## src/rtl/boot_irq_pkg.sv

```systemverilog
package boot_irq_pkg;
  localparam int unsigned NUM_SRC = 5;

  typedef enum logic {
    ST_HOLD = 1'b0,
    ST_RUN  = 1'b1
  } seqState_t;

  typedef struct packed {
    logic cntClr;
    logic cntInc;
    logic bootSet;
    logic takeSet;
    logic causeFresh;
    logic causeMerge;
    logic causeClr;
  } seqStrobes_t;
endpackage

```

## src/rtl/boot_irq_ctrl.sv

```systemverilog
module boot_irq_ctrl
  import boot_irq_pkg::*;
(
  input  logic        clk,
  input  logic        rawRst,
  input  logic        irqBoundary,
  input  logic        seiReq,
  input  logic        retiReq,
  input  logic        causeClr,
  input  logic        cntDone,
  input  logic        irqAny,
  output seqStrobes_t strobes,
  output logic        gie,
  output logic        coreReset
);
  seqState_t state, stateNext;
  logic gieNext;
  logic takeNow;

  assign takeNow = (state == ST_RUN) && !rawRst && irqBoundary && gie && irqAny;

  always_comb begin
    stateNext = state;
    gieNext   = gie;
    strobes   = '0;
    if (rawRst) begin
      stateNext          = ST_HOLD;
      gieNext            = 1'b0;
      strobes.cntClr     = 1'b1;
      strobes.causeFresh = (state == ST_RUN);
      strobes.causeMerge = (state == ST_HOLD);
    end else begin
      strobes.causeClr = causeClr;
      if (state == ST_HOLD) begin
        gieNext = 1'b0;
        if (cntDone) begin
          stateNext       = ST_RUN;
          strobes.bootSet = 1'b1;
        end else begin
          strobes.cntInc = 1'b1;
        end
      end else if (takeNow) begin
        strobes.takeSet = 1'b1;
        gieNext         = 1'b0;
      end else if (seiReq || retiReq) begin
        gieNext = 1'b1;
      end
    end
  end

  always_ff @(posedge clk) begin
    state <= stateNext;
    gie   <= gieNext;
  end

  assign coreReset = (state == ST_HOLD);
endmodule

```

## src/rtl/boot_irq_datapath.sv

```systemverilog
module boot_irq_datapath
  import boot_irq_pkg::*;
#(
  parameter int unsigned NUM_IRQ      = 8,
  parameter int unsigned DELAY_CYCLES = 12,
  parameter int unsigned PC_W         = 16
) (
  input  logic               clk,
  input  seqStrobes_t        strobes,
  input  logic [NUM_SRC-1:0] srcVec,
  input  logic [NUM_IRQ-1:0] irqReq,
  output logic               cntDone,
  output logic               irqAny,
  output logic               bootPulse,
  output logic               takePulse,
  output logic [PC_W-1:0]    vecAddr,
  output logic [NUM_SRC-1:0] resetCause
);
  localparam int unsigned CW = $clog2(DELAY_CYCLES + 1);
  localparam int unsigned IW = (NUM_IRQ > 1) ? $clog2(NUM_IRQ) : 1;

  logic [CW-1:0] cnt;
  logic [IW-1:0] winner;

  assign cntDone = (cnt == CW'(DELAY_CYCLES - 1));
  assign irqAny  = |irqReq;

  always_comb begin
    winner = '0;
    for (int i = NUM_IRQ - 1; i >= 0; i--) begin
      if (irqReq[i]) winner = IW'(i);
    end
  end

  always_ff @(posedge clk) begin
    if (strobes.cntClr)      cnt <= '0;
    else if (strobes.cntInc) cnt <= cnt + 1'b1;
  end

  always_ff @(posedge clk) begin
    if (strobes.causeFresh)      resetCause <= srcVec;
    else if (strobes.causeMerge) resetCause <= resetCause | srcVec;
    else if (strobes.causeClr)   resetCause <= '0;
  end

  always_ff @(posedge clk) begin
    bootPulse <= strobes.bootSet;
    takePulse <= strobes.takeSet;
    if (strobes.cntClr || strobes.bootSet) vecAddr <= '0;
    else if (strobes.takeSet)              vecAddr <= PC_W'({winner, 1'b0});
  end
endmodule

```

## src/rtl/boot_irq_sequencer.sv

```systemverilog
module boot_irq_sequencer
  import boot_irq_pkg::*;
#(
  parameter int unsigned NUM_IRQ      = 8,
  parameter int unsigned DELAY_CYCLES = 12,
  parameter int unsigned PC_W         = 16
) (
  input  logic               clk,
  input  logic               porReq,
  input  logic               extReq,
  input  logic               wdtReq,
  input  logic               bodReq,
  input  logic               dbgReq,
  input  logic               causeClr,
  input  logic [NUM_IRQ-1:0] irqReq,
  input  logic               irqBoundary,
  input  logic               seiReq,
  input  logic               retiReq,
  output logic               coreReset,
  output logic               vecLoad,
  output logic               vecTaken,
  output logic [PC_W-1:0]    vecAddr,
  output logic               gie,
  output logic [4:0]         resetCause
);
  logic [NUM_SRC-1:0] srcVec;
  logic rawRst, cntDone, irqAny, bootPulse, takePulse;
  seqStrobes_t strobes;

  assign srcVec = {dbgReq, bodReq, wdtReq, extReq, porReq};
  assign rawRst = |srcVec;

  boot_irq_ctrl u_ctrl (
    .clk(clk), .rawRst(rawRst), .irqBoundary(irqBoundary), .seiReq(seiReq),
    .retiReq(retiReq), .causeClr(causeClr), .cntDone(cntDone), .irqAny(irqAny),
    .strobes(strobes), .gie(gie), .coreReset(coreReset)
  );

  boot_irq_datapath #(
    .NUM_IRQ(NUM_IRQ), .DELAY_CYCLES(DELAY_CYCLES), .PC_W(PC_W)
  ) u_dp (
    .clk(clk), .strobes(strobes), .srcVec(srcVec), .irqReq(irqReq),
    .cntDone(cntDone), .irqAny(irqAny), .bootPulse(bootPulse),
    .takePulse(takePulse), .vecAddr(vecAddr), .resetCause(resetCause)
  );

  assign vecLoad  = bootPulse | takePulse;
  assign vecTaken = takePulse;
endmodule

```

## config.mk

```make
export PLATFORM = sky130hd
export DESIGN_NAME = boot_irq_sequencer
export DESIGN_NICKNAME = d
export VERILOG_FILES = /design/src/rtl/boot_irq_pkg.sv /design/src/rtl/boot_irq_ctrl.sv /design/src/rtl/boot_irq_datapath.sv /design/src/rtl/boot_irq_sequencer.sv
export SDC_FILE = /design/constraint.sdc
export NUM_CORES = 1
export LEC_CHECK = 0
export CAP_MARGIN = 25
export CORE_ASPECT_RATIO = 1.1
export CORE_MARGIN = 2
export CORE_UTILIZATION = 39
export CTS_BUF_LIST = sky130_fd_sc_hd__clkbuf_16
export CTS_CLUSTER_SIZE = 14
export DETAILED_ROUTE_END_ITERATION = 12
export PLACE_DENSITY = 0.81
export SLEW_MARGIN = 20
export SYNTH_ARGS = -nofsm -noshare
export SYNTH_HDL_FRONTEND = slang
export SYNTH_HIERARCHICAL = 1
export SYNTH_SLANG_ARGS = --single-unit
```

## constraint.sdc

```tcl
create_clock -name clk -period 1.94 [get_ports clk]
set_input_delay 0.194 -clock clk [delete_from_list [all_inputs] [get_ports clk]]
set_output_delay 0.194 -clock clk [all_outputs]
set_load 0.02 [all_outputs]
```

==> impl_metrics.toml <==
[run_status]
outcome = "finished, final reports clean"

[sta]
setup_viol_count_final = 0
hold_viol_final = 0
fin_crit_ns = 1.890
fin_ws_ns = 0.05015
drv_slew = 0
fin_skew_ns = 0.001014
fmax_mhz = 529.1
post-route-period-util = 0.9742

[worst_setup_path]
path_class = "input pin to flip-flop"
r2r_setup_slack_ns = 0.07
critPathSlowestCell = "or4b_4"
cp-end-kind = "flip-flop"
crit_path_end = "u_dp/vecAddr[2]"
path_buf_inv = 2
r2r-end = "u_dp/vecAddr[2]"
cp-start-kind = "input pin"
crit_top_cell = "nor3_2"
critical_path.max_fanout = 9
slowest_delay_ns = 0.47
startpoint = "extReq"
r2r-start = "u_dp/cnt[0]"
crit_path_cell_trace = "clkdlybuf4s50_1 > nor3_2 > nand2_2 > nor3_2 > buf_4 > or4b_4 > o32ai_2"
path_depth = 7
arrival_ns = 2.04
cp_top_family = "simple AND/OR/NAND/NOR gates"
cp.required_ns = 2.09
r2r_cells = 6

[synthesis]
ys_types = 33
ys_ff_latch = 16
syn_avg_cell_area_um2 = 9.194
yosys.area.top_type = "dfxtp_1"
mappedNetlistArea_um2 = 845.8
synth_edf_count = 5
ys_seq_area_frac = 0.4379
async_flop_share = 0
ys_warn_count = 6
synth_ff_type = "dfxtp_1"
synth_area_leaders = "dfxtp_1 (26%), edfxtp_1 (18%), buf_4 (12%)"
synth_cells = 92
synth_top_area_share = 0.2604
synth_most_common_cell = "nor2_1"
synth_common_cells = "nor2_1 (15), buf_4 (14), dfxtp_1 (11)"

[clock_tree]
cts.clk_slew.worst_paths_ns = 0.05
clock_path_buffers = 2
htreeDepth = 1
clkSinkCount = 16
cts-root-buf = "clkbuf_16"
cts_buffers = 3
insertion_delay_ns = 0.24
tritoncts = "built"

[finish]
fill_cells = 173
multi_input_area_um2 = 427.9
ff_latch_area_um2 = 370.4
nets = 158
syn_to_final_growth_pct = 56.80
final_cell_area_um2 = 1326
antenna_cells = 0
drive_gt1_frac = 0.2029

[drt]
vias_per_cell = 4.699
avgRoutedWirePerCell_um = 12.25
post-route-drc-count = 0
via_count = 780
first_pass_iters = 4
ant_nets = 0
drt_iter0_markers = 4
totalWireLength_mm = 2.034

[global_routing]
grt-ovfl-total = 0
grt_usage = 0.1635
grt_max_degree = 10
first_global_vias = 806
grt_pass1_wl_mm = 3.139
antenna_found_initial = 0

[min_path]
hp-class = "flip-flop to flip-flop"

[place]
dp_worst_setup_slack_ns = -0.2303
dp_hpwl_mm = 1.587
placed_cell_area_um2 = 1224
port_buffers = 29
place.gp.congestion = 0.8226

[pwr]
power_density_nw_per_um2 = 640.7
peakVddDrop_mv = 0.4404
p_leak_nw = 0.4913

[die]
die_area_um2 = 2557
io_pins = 43
core_um2 = 2021
core.rowCount = 17
fp.dieH_um = 52.84
die_w_um = 48.40
start_util = 0.4186

[run]
cap_violations = 0
## cells by family after synthesis
logic type / synth area share
compound gates: 0.07398
xor+xnor: 0.03107
fa+ha+maj: 0.01479
buf+inv: 0.1376
flops: 0.4379
mux: 0.01183
other cells: 0.004434
simple gates: 0.2885
## layer usage
layer / share of wire / vias to the layer above / GRT usage / wire length (um)
met1: 0.39 / 357 / 0.1408 / 786
met3: 0.054 / 8 / 0.04571 / 109
met4: 0.025 / 0 / 0.1333 / 51
met2: 0.53 / 31 / 0.3194 / 1086
li1: - / 384 / - / -
met5: 0 / - / 0 / 0
## registers in the layout, summed over array words and instances (netlist names)
register	flops
u_dp/resetCause	5
u_dp/cnt	4
u_dp/vecAddr	3
u_ctrl/gie	1
u_ctrl/state	1
u_dp/bootPulse	1
u_dp/takePulse	1
## layout make-up
class                      count  share of cell area
tap                           28             0.02642
clock inverter                 1            0.002830
inverter                       3            0.008491
clock buffer                   3             0.05660
timing repair buffer          44              0.3038
multi-input combinational     71              0.3226
sequential                    16              0.2792
## worst min path at each step
stage,start,end,depth (start not counted)
final,u_dp/vecAddr[3],u_dp/vecAddr[3],2
after global routing,u_dp/vecAddr[3],u_dp/vecAddr[3],2
after floorplan,irqReq[1],u_dp/vecAddr[1],2
after global placement,u_dp/vecAddr[3],u_dp/vecAddr[3],2
after CTS,u_dp/vecAddr[1],u_dp/vecAddr[1],2
after detailed placement,u_dp/vecAddr[3],u_dp/vecAddr[3],2
## report_power, final
group / internal, mW / total [mW] / switching, mW
clock network: 0.273 / 0.396 / 0.123
registers: 0.350 / 0.351 / 0.00187
logic: 0.0512 / 0.102 / 0.0511
total: 0.674 / 0.850 / 0.176
## stage by stage
stage                 util  power (mW)  setup TNS [ns]  hold WS [ns]  instances
finish              0.6563      0.8497               0        0.4728        166
detailed placement  0.6056      0.4569          -1.088        0.4634        162
CTS                 0.6446      0.8588               0        0.4717        166
global route        0.6563      0.8806        -0.04009        0.4893        166
global placement    0.6056      0.4546         -0.3619        0.4512        162
floorplan                -      0.4186               0        0.3673        104
## worst reg2reg max path: cells and delay by family, from the launching register on
kind / cells / cell delay, ns
flops: 1 / 0.33
fa+ha+maj: 1 / 0.21
compound gates: 1 / 0.15
simple gates: 4 / 1.09
## layout by cell type, fill, tap and decap left out, types with 2 or more instances in the layout
| master | n |
|---|---|
| nor2b_1 | 2 |
| buf_4 | 15 |
| a21oi_1 | 6 |
| nor3_1 | 2 |
| edfxtp_1 | 5 |
| conb_1 | 13 |
| nand2_1 | 2 |
| nor4_1 | 2 |
| nand2b_1 | 3 |
| nor2_1 | 15 |
| nand3b_1 | 2 |
| clkdlybuf4s50_1 | 29 |
| nor3_2 | 2 |
| nor3b_1 | 2 |
| dfxtp_1 | 11 |
| inv_1 | 2 |
| clkbuf_16 | 3 |
| xor2_1 | 2 |
## repair_timing
action                                  4_1_cts  5_1_grt
endpoints found under the setup margin        0        2
setup buffers                                 0        0
endpoints found under the hold margin         0        0
hold buffers                                  0        0
resized for setup                             0        5
(Power assumes the default switching activity.)
